--- config.mk ---
export PLATFORM = sky130hd
export DESIGN_NAME = dte_engine
export DESIGN_NICKNAME = d
export VERILOG_FILES = /design/src/rtl/dte_pkg.sv /design/src/rtl/dte_len_calc.sv /design/src/rtl/dte_mover.sv /design/src/rtl/dte_ctrl.sv /design/src/rtl/dte_regs.sv /design/src/rtl/dte_engine.sv
export SDC_FILE = /design/constraint.sdc
export NUM_CORES = 1
export LEC_CHECK = 0
export ABC_AREA = 1
export BUFFER_PORTS_ARGS = -buffer_cell sky130_fd_sc_hd__buf_2
export CORE_AREA = 2 2 126 128
export CTS_CLUSTER_SIZE = 16
export DETAILED_ROUTE_END_ITERATION = 8
export DIE_AREA = 0 0 128 130
export PLACE_DENSITY = 0.73
export SLEW_MARGIN = 25
export SYNTH_ARGS = -nofsm -noshare
export SYNTH_HDL_FRONTEND = slang
export SYNTH_SLANG_ARGS = --single-unit
export TNS_END_PERCENT = 1
--- constraint.sdc ---
create_clock -name clk -period 4.35 [get_ports clk]
set_input_delay 0.2175 -clock clk [delete_from_list [all_inputs] [get_ports clk]]
set_output_delay 0.2175 -clock clk [all_outputs]
set_load 0.01 [all_outputs]
--- src/rtl/dte_pkg.sv ---
`timescale 1ns/1ps
package dte_pkg;
  typedef enum logic [1:0] {
    ST_IDLE  = 2'd0,
    ST_HELD  = 2'd1,
    ST_RUN   = 2'd2,
    ST_DEFER = 2'd3
  } dte_state_e;

  localparam logic [7:0] INTR_BUS_SVC = 8'h10;
  localparam logic [7:0] STAT_TC      = 8'h10;
  localparam logic [2:0] PH_DOUT      = 3'b000;
  localparam logic [2:0] PH_DIN       = 3'b001;
  localparam logic [2:0] PH_CMD       = 3'b010;
  localparam logic [2:0] PH_STATUS    = 3'b011;
endpackage

--- src/rtl/dte_len_calc.sv ---
`timescale 1ns/1ps
module dte_len_calc #(
  parameter int CNT_W    = 24,
  parameter int PEND_W   = 20,
  parameter int CMD_MAX  = 32,
  parameter int ZERO_LEN = 65536
) (
  input  logic [CNT_W-1:0]  cnt,
  input  logic [PEND_W-1:0] pend,
  input  logic              cmd_phase,
  output logic [CNT_W-1:0]  xfer_len,
  output logic [CNT_W-1:0]  burst_len,
  output logic [PEND_W-1:0] pend_mag,
  output logic              to_tgt
);
  localparam int CMP_W = (CNT_W > PEND_W) ? CNT_W : PEND_W;

  logic [CMP_W-1:0] len_w;
  logic [CMP_W-1:0] lim_w;

  always_comb begin
    xfer_len  = (cnt == '0) ? CNT_W'(ZERO_LEN) : cnt;
    pend_mag  = pend[PEND_W-1] ? (~pend + 1'b1) : pend;
    to_tgt    = cmd_phase | pend[PEND_W-1];
    len_w     = CMP_W'(xfer_len);
    lim_w     = cmd_phase ? CMP_W'(CMD_MAX) : CMP_W'(pend_mag);
    burst_len = CNT_W'((lim_w < len_w) ? lim_w : len_w);
  end
endmodule

--- src/rtl/dte_mover.sv ---
`timescale 1ns/1ps
module dte_mover #(
  parameter int DATA_W = 8
) (
  input  logic              act,
  input  logic              to_tgt,
  input  logic              mem_in_valid,
  input  logic [DATA_W-1:0] mem_in_data,
  output logic              mem_in_ready,
  output logic              tgt_out_valid,
  output logic [DATA_W-1:0] tgt_out_data,
  input  logic              tgt_out_ready,
  input  logic              tgt_in_valid,
  input  logic [DATA_W-1:0] tgt_in_data,
  output logic              tgt_in_ready,
  output logic              mem_out_valid,
  output logic [DATA_W-1:0] mem_out_data,
  input  logic              mem_out_ready,
  output logic              xfer
);
  logic path_out;
  logic path_in;

  always_comb begin
    path_out      = act & to_tgt;
    path_in       = act & ~to_tgt;
    tgt_out_valid = path_out & mem_in_valid;
    mem_in_ready  = path_out & tgt_out_ready;
    tgt_out_data  = mem_in_data;
    mem_out_valid = path_in & tgt_in_valid;
    tgt_in_ready  = path_in & mem_out_ready;
    mem_out_data  = tgt_in_data;
    xfer          = (tgt_out_valid & tgt_out_ready) | (mem_out_valid & mem_out_ready);
  end
endmodule

--- src/rtl/dte_ctrl.sv ---
`timescale 1ns/1ps
module dte_ctrl
  import dte_pkg::*;
#(
  parameter int CNT_W  = 24,
  parameter int PEND_W = 20
) (
  input  logic              clk,
  input  logic              rst_n,
  input  logic              start,
  input  logic              dma_en,
  input  logic              cmd_done,
  input  logic              chunk_evt,
  input  logic              xfer,
  input  logic              cmd_phase,
  input  logic              to_tgt_in,
  input  logic [CNT_W-1:0]  burst_len,
  input  logic [PEND_W-1:0] pend_mag,
  output logic              launch,
  output logic              complete,
  output logic              busy,
  output logic              run_act,
  output logic              to_tgt_q
);
  dte_state_e        state_q, state_d;
  logic [CNT_W-1:0]  burst_q, burst_d;
  logic [PEND_W-1:0] pendl_q, pendl_d;
  logic              cmd_q;
  logic              burst_en, pendl_en;

  always_comb begin
    state_d  = state_q;
    launch   = 1'b0;
    complete = 1'b0;
    unique case (state_q)
      ST_IDLE: begin
        if (start) begin
          if (dma_en) begin
            launch  = 1'b1;
            state_d = ST_RUN;
          end else begin
            state_d = ST_HELD;
          end
        end
      end
      ST_HELD: begin
        if (dma_en) begin
          launch  = 1'b1;
          state_d = ST_RUN;
        end
      end
      ST_RUN: begin
        if (burst_q == '0) begin
          if (cmd_q || (!to_tgt_q && pendl_q != '0)) begin
            complete = 1'b1;
            state_d  = ST_IDLE;
          end else begin
            state_d = ST_DEFER;
          end
        end
      end
      ST_DEFER: begin
        if (chunk_evt) begin
          complete = 1'b1;
          state_d  = ST_IDLE;
        end
      end
      default: state_d = ST_IDLE;
    endcase
    if (cmd_done) begin
      complete = 1'b1;
      launch   = 1'b0;
      state_d  = ST_IDLE;
    end
  end

  always_comb begin
    busy    = (state_q != ST_IDLE);
    run_act = (state_q == ST_RUN) && dma_en && (burst_q != '0) && !cmd_done;

    burst_en = launch | xfer;
    burst_d  = launch ? burst_len : (burst_q - 1'b1);

    pendl_en = cmd_done | launch | (xfer & ~cmd_q & (pendl_q != '0));
    if (cmd_done)    pendl_d = '0;
    else if (launch) pendl_d = pend_mag;
    else             pendl_d = pendl_q - 1'b1;
  end

  always_ff @(posedge clk or negedge rst_n) begin
    if (!rst_n) begin
      state_q  <= ST_IDLE;
      burst_q  <= '0;
      pendl_q  <= '0;
      cmd_q    <= 1'b0;
      to_tgt_q <= 1'b0;
    end else begin
      state_q <= state_d;
      if (burst_en) burst_q <= burst_d;
      if (pendl_en) pendl_q <= pendl_d;
      if (launch) begin
        cmd_q    <= cmd_phase;
        to_tgt_q <= to_tgt_in;
      end
    end
  end
endmodule

--- src/rtl/dte_regs.sv ---
`timescale 1ns/1ps
module dte_regs
  import dte_pkg::*;
#(
  parameter int CNT_W = 24
) (
  input  logic             clk,
  input  logic             rst_n,
  input  logic             cnt_wr,
  input  logic [CNT_W-1:0] cnt_wdata,
  input  logic             busy,
  input  logic             launch,
  input  logic [CNT_W-1:0] xfer_len,
  input  logic [2:0]       launch_phase,
  input  logic             xfer,
  input  logic             complete,
  input  logic             cmd_done,
  input  logic             irq_ack,
  input  logic             aux_wr,
  input  logic [2:0]       aux_seq,
  input  logic [4:0]       aux_flags,
  output logic [CNT_W-1:0] cnt_q,
  output logic [7:0]       stat_q,
  output logic [7:0]       intr_q,
  output logic [2:0]       seq_q,
  output logic [4:0]       flags_q,
  output logic             irq
);
  logic             wr_ok;
  logic [CNT_W-1:0] cnt_d;
  logic [7:0]       stat_d, intr_d;
  logic [2:0]       seq_d;
  logic [4:0]       flags_d;
  logic             irq_d;
  logic             cnt_en, stat_en, intr_en, aux_en;

  always_comb begin
    wr_ok = cnt_wr & ~busy;

    cnt_en = complete | launch | xfer | wr_ok;
    if (complete)    cnt_d = '0;
    else if (launch) cnt_d = xfer_len;
    else if (xfer)   cnt_d = cnt_q - 1'b1;
    else             cnt_d = cnt_wdata;

    stat_en = complete | launch | irq_ack | wr_ok;
    if (complete)    stat_d = cmd_done ? ({5'b0, PH_STATUS} | STAT_TC) : (stat_q | STAT_TC);
    else if (launch) stat_d = {5'b0, launch_phase};
    else             stat_d = stat_q & ~STAT_TC;

    intr_en = complete | irq_ack;
    intr_d  = complete ? INTR_BUS_SVC : 8'h00;
    irq_d   = complete;

    aux_en  = complete | aux_wr;
    seq_d   = complete ? 3'b000 : aux_seq;
    flags_d = complete ? 5'b00000 : aux_flags;
  end

  always_ff @(posedge clk or negedge rst_n) begin
    if (!rst_n) begin
      cnt_q   <= '0;
      stat_q  <= '0;
      intr_q  <= '0;
      seq_q   <= '0;
      flags_q <= '0;
      irq     <= 1'b0;
    end else begin
      if (cnt_en)  cnt_q  <= cnt_d;
      if (stat_en) stat_q <= stat_d;
      if (intr_en) begin
        intr_q <= intr_d;
        irq    <= irq_d;
      end
      if (aux_en) begin
        seq_q   <= seq_d;
        flags_q <= flags_d;
      end
    end
  end
endmodule

--- src/rtl/dte_engine.sv ---
`timescale 1ns/1ps
module dte_engine
  import dte_pkg::*;
#(
  parameter int CNT_W    = 24,
  parameter int PEND_W   = 20,
  parameter int DATA_W   = 8,
  parameter int CMD_MAX  = 32,
  parameter int ZERO_LEN = 65536
) (
  input  logic              clk,
  input  logic              rst_n,
  input  logic              cnt_wr,
  input  logic [CNT_W-1:0]  cnt_wdata,
  input  logic              start,
  input  logic              cmd_phase,
  input  logic              dma_en,
  input  logic [PEND_W-1:0] pend_len,
  input  logic              cmd_done,
  input  logic              chunk_evt,
  input  logic              irq_ack,
  input  logic              aux_wr,
  input  logic [2:0]        aux_seq,
  input  logic [4:0]        aux_flags,
  input  logic              mem_in_valid,
  input  logic [DATA_W-1:0] mem_in_data,
  output logic              mem_in_ready,
  output logic              tgt_out_valid,
  output logic [DATA_W-1:0] tgt_out_data,
  input  logic              tgt_out_ready,
  input  logic              tgt_in_valid,
  input  logic [DATA_W-1:0] tgt_in_data,
  output logic              tgt_in_ready,
  output logic              mem_out_valid,
  output logic [DATA_W-1:0] mem_out_data,
  input  logic              mem_out_ready,
  output logic [CNT_W-1:0]  cnt_q,
  output logic [7:0]        stat_q,
  output logic [7:0]        intr_q,
  output logic [2:0]        seq_q,
  output logic [4:0]        flags_q,
  output logic              irq
);
  logic              rst_meta, rst_sync_n;
  logic [CNT_W-1:0]  xfer_len, burst_len;
  logic [PEND_W-1:0] pend_mag;
  logic              to_tgt_in, to_tgt_q;
  logic              launch, complete, busy, run_act, xfer;
  logic [2:0]        launch_phase;

  always_ff @(posedge clk or negedge rst_n) begin
    if (!rst_n) begin
      rst_meta   <= 1'b0;
      rst_sync_n <= 1'b0;
    end else begin
      rst_meta   <= 1'b1;
      rst_sync_n <= rst_meta;
    end
  end

  dte_len_calc #(
    .CNT_W(CNT_W), .PEND_W(PEND_W), .CMD_MAX(CMD_MAX), .ZERO_LEN(ZERO_LEN)
  ) u_len (
    .cnt(cnt_q), .pend(pend_len), .cmd_phase(cmd_phase),
    .xfer_len(xfer_len), .burst_len(burst_len), .pend_mag(pend_mag), .to_tgt(to_tgt_in)
  );

  dte_ctrl #(.CNT_W(CNT_W), .PEND_W(PEND_W)) u_ctrl (
    .clk(clk), .rst_n(rst_sync_n), .start(start), .dma_en(dma_en),
    .cmd_done(cmd_done), .chunk_evt(chunk_evt), .xfer(xfer),
    .cmd_phase(cmd_phase), .to_tgt_in(to_tgt_in), .burst_len(burst_len),
    .pend_mag(pend_mag), .launch(launch), .complete(complete), .busy(busy),
    .run_act(run_act), .to_tgt_q(to_tgt_q)
  );

  dte_mover #(.DATA_W(DATA_W)) u_mover (
    .act(run_act), .to_tgt(to_tgt_q),
    .mem_in_valid(mem_in_valid), .mem_in_data(mem_in_data), .mem_in_ready(mem_in_ready),
    .tgt_out_valid(tgt_out_valid), .tgt_out_data(tgt_out_data), .tgt_out_ready(tgt_out_ready),
    .tgt_in_valid(tgt_in_valid), .tgt_in_data(tgt_in_data), .tgt_in_ready(tgt_in_ready),
    .mem_out_valid(mem_out_valid), .mem_out_data(mem_out_data), .mem_out_ready(mem_out_ready),
    .xfer(xfer)
  );

  always_comb begin
    if (cmd_phase)      launch_phase = PH_CMD;
    else if (to_tgt_in) launch_phase = PH_DOUT;
    else                launch_phase = PH_DIN;
  end

  dte_regs #(.CNT_W(CNT_W)) u_regs (
    .clk(clk), .rst_n(rst_sync_n), .cnt_wr(cnt_wr), .cnt_wdata(cnt_wdata),
    .busy(busy), .launch(launch), .xfer_len(xfer_len), .launch_phase(launch_phase),
    .xfer(xfer), .complete(complete), .cmd_done(cmd_done), .irq_ack(irq_ack),
    .aux_wr(aux_wr), .aux_seq(aux_seq), .aux_flags(aux_flags),
    .cnt_q(cnt_q), .stat_q(stat_q), .intr_q(intr_q), .seq_q(seq_q),
    .flags_q(flags_q), .irq(irq)
  );
endmodule

* Word level (Yosys, flattened, before mapping)
Index checks and enable logic that the tools add are counted.
Storage, ports and cells: register bits after elaboration 99, input bits 82, output and inout port bits 69, logic and storage cells 105
Operators by class: add/sub/neg operators 4, magnitude comparators 1, equal/unequal tests 8, multiplexer cells 35, bitwise logic cells 27, reduce and logical (&&, ||, !) cells 16
Operator list (number):
- 24-bit two-way mux | 6
- 20-bit two-way mux | 4
- 24-bit logical NOT | 2
- 24-bit by 1-bit subtractor with 24-bit output (second input constant) | 2
- 24-bit < comparator | 1
- 8-bit two-way mux | 3
- 24-bit nonzero test | 1
- 20-bit by 1-bit adder with 20-bit output (second input constant) | 1
- 20-bit NOT | 1
- 20-bit nonzero test | 1
- 20-bit by 1-bit subtractor with 20-bit output (second input constant) | 1
- 2-bit two-way mux | 7
- 1-bit bitwise OR | 12
- 1-bit AND | 11
- 5-bit two-way mux | 2
- 3-bit inequality test (second input constant) | 3
- 1-bit two-way mux | 8
- 2-bit one-hot mux with 4 select lines | 1
- 3-bit two-way mux | 2
- 2-bit == test (second input constant) | 2
- 1-bit logical AND | 4
- 1-bit one-hot mux with 2 select lines | 2
- 4-bit AND reduction | 1
- 2-bit nonzero test | 2
- 8 further kinds | 11

* Logic depth before layout (Yosys ltp)
depth after elaboration 11, mapped depth 23, depth with buffers taken out 22

* Cells and area by module
Synthesis repeated with hierarchy kept, for this count alone.
Unflattened totals: cell total of the unflattened synthesis 1394, area total of the unflattened synthesis 8399.3 um^2
By module, submodules not included:
- dte_ctrl | times used 1, cells each 578, area each 3699.8 um^2
- dte_regs | times used 1, cells each 433, area each 2701.3 um^2
- dte_len_calc | times used 1, cells each 354, area each 1771.7 um^2
- dte_mover | times used 1, cells each 24, area each 165.2 um^2
- dte_engine | times used 1, cells each 5, area each 61.3 um^2

* Worst setup path before layout
No wires, ideal clock.
path type input port to flip-flop, start point input pend_len[0], end point register u_ctrl.burst_q[18], arrival 2599 ps, data required time 4230 ps, setup slack 1632 ps, stages on the path 20, cell sequence inv_1 -> ha_1 -> inv_1 -> nor3_1 -> inv_1 -> nor2_1 -> nand2_1 -> nand2_1 -> o21ai_0 -> xor2_1 -> nand2_1 -> inv_1 -> ha_1 -> nand4_1 -> o221ai_1 -> a21oi_1 -> clkbuf_1 -> nand3_1 -> nand3_1 -> a21oi_2
Between the ends: longest elaborated chain between the ends 7
RTL lines:
- from (decl) | RTL line dte_engine.sv:18 | input logic [PEND_W-1:0] pend_len,
- 20-bit NOT | RTL line dte_len_calc.sv:23 | pend_mag = pend[PEND_W-1] ? (~pend + 1'b1) : pend;
- 20-bit by 1-bit adder with 20-bit output | RTL line dte_len_calc.sv:23
- 20-bit two-way mux * | RTL line dte_len_calc.sv:23
- 20-bit two-way mux * | RTL line dte_len_calc.sv:26 | lim_w = cmd_phase ? CMP_W'(CMD_MAX) : CMP_W'(pend_mag);
- 24-bit < comparator | RTL line dte_len_calc.sv:27 | burst_len = CNT_W'((lim_w < len_w) ? lim_w : len_w);
- 24-bit two-way mux * | RTL line dte_len_calc.sv:27
- 24-bit two-way mux * | RTL line dte_ctrl.sv:82 | burst_d = launch ? burst_len : (burst_q - 1'b1);
- to (signal assigned) | RTL line dte_ctrl.sv:99 | if (burst_en) burst_q <= burst_d;
- to (decl) | RTL line dte_ctrl.sv:26 | logic [CNT_W-1:0] burst_q, burst_d;
Every way passes the cells marked *; elsewhere a longest branch is shown, timed or not. A chain may end at the register's enable or synchronous reset.

* Worst setup path in the final report
start point input pend_len[0], end point register u_ctrl.burst_q[11]
The elaborated chain is that of the path after synthesis.

==> reports/summary.json <==
{
  "status": {"value": "finished, final reports clean"},
  "synthArstFlopShare": {"value": 100, "unit": "%"},
  "vias": {"value": 7686},
  "fmax": {"value": 297, "unit": "MHz"},
  "clock_path_buffers": {"value": 2},
  "pre_cts_ws": {"value": 580, "unit": "ps"},
  "path_cells": {"value": "buf_2, inv_1, ha_1, inv_1, nor3_1, inv_1, nor2_1, nand2_1, nand2_1, o21ai_0, xor2_1, nand2_1, inv_1, ha_1, nand4_1, o221ai_1, a21oi_1, nand2_1, nand2_1, nand3_1, a21oi_2"},
  "setup-tns-final": {"value": 0, "unit": "ps"},
  "numPortBuffers": {"value": 106},
  "synth_top_flop_cell": {"value": "sky130_fd_sc_hd__dfrtp_1"},
  "crit_path_start_kind": {"value": "primary input"},
  "finalCoreUtilization": {"value": 53.5, "unit": "%"},
  "detail_route.wirelength.met1": {"value": 9380, "unit": "um"},
  "relSlewSlack": {"value": 48.1, "unit": "%"},
  "first_iter_violations": {"value": 650},
  "synth.cell_area": {"value": 7490, "unit": "um^2"},
  "grt_pass1_vias": {"value": 6986},
  "cp_data_arrival_time": {"value": 3650, "unit": "ps"},
  "count_leader_synth": {"value": "sky130_fd_sc_hd__nand2_1"},
  "layout.nets": {"value": 1352},
  "clkSlewWorstSetupHoldPaths": {"value": 60, "unit": "ps"},
  "post_synth_num_cell_types": {"value": 40},
  "hold_path_class": {"value": "in2reg"},
  "core.rowCount": {"value": 46},
  "ir_worst_vdd": {"value": 216, "unit": "uV"},
  "worst_setup_path_end_kind": {"value": "register"},
  "highest_layer": {"value": "met4"},
  "critical-path-top-delay-family": {"value": "simple AND/OR/NAND/NOR gates"},
  "layout-area-overhead-vs-synth": {"value": 10.1, "unit": "%"},
  "critical_path.n_buffers_inverters": {"value": 5},
  "clock_sinks": {"value": 86},
  "crit_slowest_cell": {"value": "sky130_fd_sc_hd__nand2_1"},
  "detailroute.wirelength.met2": {"value": 9590, "unit": "um"},
  "gp_congestion": {"value": 0.902},
  "period_share": {"value": 77.4, "unit": "%"},
  "cts-buffers-inserted": {"value": 9},
  "worst_pin_slew": {"value": 778, "unit": "ps"},
  "synth.largest_area_cell": {"value": "sky130_fd_sc_hd__dfrtp_1"},
  "die-height": {"value": 130, "unit": "um"},
  "cp_common_cell": {"value": "sky130_fd_sc_hd__nand2_1"},
  "drt-wirelength-per-cell": {"value": 14.5, "unit": "um"},
  "post-dp-hpwl": {"value": 15400, "unit": "um"},
  "yosys_register_bits": {"value": 86},
  "yosys_warnings": {"value": 0},
  "syn_avg_cell_area": {"value": 6.31, "unit": "um^2"},
  "antenna_found_initial": {"value": 0},
  "grt_first_pass_wirelength": {"value": 34300, "unit": "um"},
  "drc_errors": {"value": 0},
  "antennaDiodeCount": {"value": 0},
  "timing.critical_path.required": {"value": 4640, "unit": "ps"},
  "grt_usage": {"value": 25.9, "unit": "%"},
  "post-cts-setup-buffers": {"value": 0},
  "clock_tree_from_tritoncts": {"value": "yes"},
  "power_density": {"value": 522, "unit": "nW/um^2"},
  "clk-insertion-delay-late": {"value": 360, "unit": "ps"},
  "synth.top_cells.by_area": {"value": "sky130_fd_sc_hd__dfrtp_1, sky130_fd_sc_hd__nand2_1, sky130_fd_sc_hd__nand3_1"},
  "timing.critical_path.slowest_cell_delay": {"value": 460, "unit": "ps"},
  "floorplan.initialDensity": {"value": 48.5, "unit": "%"},
  "critical_path_peak_fanout": {"value": 20},
  "synth_top_cells_by_count": {"value": "sky130_fd_sc_hd__nand2_1, sky130_fd_sc_hd__nand3_1, sky130_fd_sc_hd__inv_1"},
  "min_period": {"value": 3370, "unit": "ps"},
  "cts_htree_levels": {"value": 3},
  "core": {"value": 15400, "unit": "um^2"},
  "yosysSeqAreaShare": {"value": 28.7, "unit": "%"},
  "detail_route.first_pass.iterations": {"value": 5},
  "worst_slack": {"value": 982, "unit": "ps"},
  "antenna_violating_nets_post_route": {"value": 0},
  "timing_max_transition_violations_final": {"value": 0},
  "worst_clock_skew": {"value": 7.85, "unit": "ps"},
  "maxCapViolations": {"value": 0},
  "wl": {"value": 20900, "unit": "um"},
  "setup-violations-final": {"value": 0},
  "syn_inst": {"value": 1186},
  "clock_tree.root_cell": {"value": "sky130_fd_sc_hd__clkbuf_16"},
  "count_of_final_hold_check_violations": {"value": 0},
  "power_leakage": {"value": 4.39, "unit": "nW"},
  "post_route_cells_drive_above_1_share": {"value": 13.1, "unit": "%"},
  "grt_max_degree": {"value": 63},
  "cts-resized-gates": {"value": 0},
  "number_of_enable_type_register_cells_in_the_synthesized_netlist": {"value": 0},
  "met3RoutedLength": {"value": 1330, "unit": "um"},
  "io_pins": {"value": 151},
  "setup.worst_path.class": {"value": "in2reg"},
  "share_of_the_synthesized_area_in_the_top_cell_type": {"value": 28.7, "unit": "%"},
  "gr-total-overflow": {"value": 0},
  "post_drt_via_cell_ratio": {"value": 5.33},
  "die_w": {"value": 128, "unit": "um"},
  "rsz_0062_raised_after_global_routing": {"value": "no"},
  "fp.dieArea": {"value": 16600, "unit": "um^2"}
}
[kinds of logic after synthesis]
family          share of synthesized area [%]
compound gates                           10.5
xor+xnor                                 5.38
fa+ha+maj                                4.18
buf+inv                                  14.3
flops                                    28.7
other cells                             0.100
simple gates                             36.8
[power breakdown]
| group | switching [mW] | internal, mW | total (mW) |
|---|---|---|---|
| sequential | 0.298 | 1.04 | 1.34 |
| clock | 0.339 | 0.518 | 0.857 |
| combinational | 1.36 | 0.745 | 2.10 |
[layer usage]
layer	track usage (%)	up-vias
met5	0	-
met4	10.5	0
met3	3.40	42
met2	42.1	252
met1	35.1	3535
li1	-	3857
[through the flow]
stage               area [um^2]  hold slack [ps]  power [mW]  std cells
floorplan                  7530            -78.1        2.90       1197
global placement           7920             3.75        3.39       1425
detailed placement         7920             6.02        3.42       1425
CTS                        8250             55.9        4.29       1442
global route               8250             68.2        4.70       1442
finish                     8250             60.9        4.30       1442
[cell usage in the layout (no fill, tap or decap), types with 2 or more instances in the layout]
| cell type | n |
|---|---|
| sky130_fd_sc_hd__nor2_4 | 2 |
| sky130_fd_sc_hd__or2_2 | 4 |
| sky130_fd_sc_hd__bufinv_16 | 2 |
| sky130_fd_sc_hd__ha_1 | 25 |
| sky130_fd_sc_hd__clkinv_2 | 2 |
| sky130_fd_sc_hd__inv_1 | 150 |
| sky130_fd_sc_hd__nor4_1 | 5 |
| sky130_fd_sc_hd__a22oi_1 | 2 |
| sky130_fd_sc_hd__conb_1 | 13 |
| sky130_fd_sc_hd__buf_4 | 6 |
| sky130_fd_sc_hd__nor2_1 | 148 |
| sky130_fd_sc_hd__o21ai_1 | 3 |
| sky130_fd_sc_hd__nor2_2 | 3 |
| sky130_fd_sc_hd__nand3_2 | 5 |
| sky130_fd_sc_hd__o22ai_1 | 5 |
| sky130_fd_sc_hd__inv_2 | 14 |
| sky130_fd_sc_hd__a21oi_1 | 45 |
| sky130_fd_sc_hd__a211oi_1 | 4 |
| sky130_fd_sc_hd__nand2_1 | 283 |
| sky130_fd_sc_hd__clkbuf_16 | 9 |
| sky130_fd_sc_hd__buf_2 | 106 |
| sky130_fd_sc_hd__o21ai_0 | 71 |
| sky130_fd_sc_hd__a31oi_1 | 3 |
| sky130_fd_sc_hd__nor3_1 | 13 |
| sky130_fd_sc_hd__nor3_2 | 2 |
| sky130_fd_sc_hd__clkbuf_1 | 2 |
| sky130_fd_sc_hd__nand3_1 | 165 |
| sky130_fd_sc_hd__xnor2_1 | 12 |
| sky130_fd_sc_hd__nand4_1 | 8 |
| sky130_fd_sc_hd__dfrtp_1 | 85 |
| sky130_fd_sc_hd__o211ai_1 | 4 |
| sky130_fd_sc_hd__a21oi_2 | 2 |
| sky130_fd_sc_hd__xor2_1 | 34 |
| sky130_fd_sc_hd__o221ai_1 | 2 |
[final timing paths]
check	startpoint	endpoint	slack, ps	cells past startpoint
min	irq_ack	u_regs.intr_q[4]$_DFFE_PN0P_	60	2
max in group asynchronous	rst_sync_n$_DFF_PN0_	u_ctrl.burst_q[20]$_DFFE_PN0P_	3040	1
max reg2reg	u_ctrl.burst_q[0]$_DFFE_PN0P_	u_regs.cnt_q[5]$_DFFE_PN0P_	1050	14
min in group asynchronous	rst_n	rst_sync_n$_DFF_PN0_	170	2
min reg2reg	rst_sync_n$_DFF_PN0_	u_ctrl.pendl_q[3]$_DFFE_PN0P_	330	0
max	pend_len[0]	u_ctrl.burst_q[11]$_DFFE_PN0P_	980	21
[state kept, by name, summed over array words and instances (netlist names), 2 cells and up]
name,flops
u_ctrl.burst_q,24
u_regs.cnt_q,24
u_ctrl.pendl_q,20
u_regs.flags_q,5
u_regs.seq_q,3
u_regs.stat_q,3
u_ctrl.state_q,2
[layout make-up]
| type | count | area, um^2 |
|---|---|---|
| clock buffers | 12 | 246 |
| clock inverters | 4 | 70.1 |
| fillers | 1584 | 7180 |
| inverters | 165 | 622 |
| multi-input cells | 869 | 4310 |
| flip-flops and latches | 86 | 2160 |
| well taps | 192 | 240 |
| repair buffers | 114 | 606 |
[timing repair]
| action | CTS | global route |
|---|---|---|
| endpoints found under the setup margin | 0 | 0 |
| hold buffers | 1 | 0 |
| endpoints found under the hold margin | 2 | 0 |
Note: power is estimated with default switching activity, not from simulation.
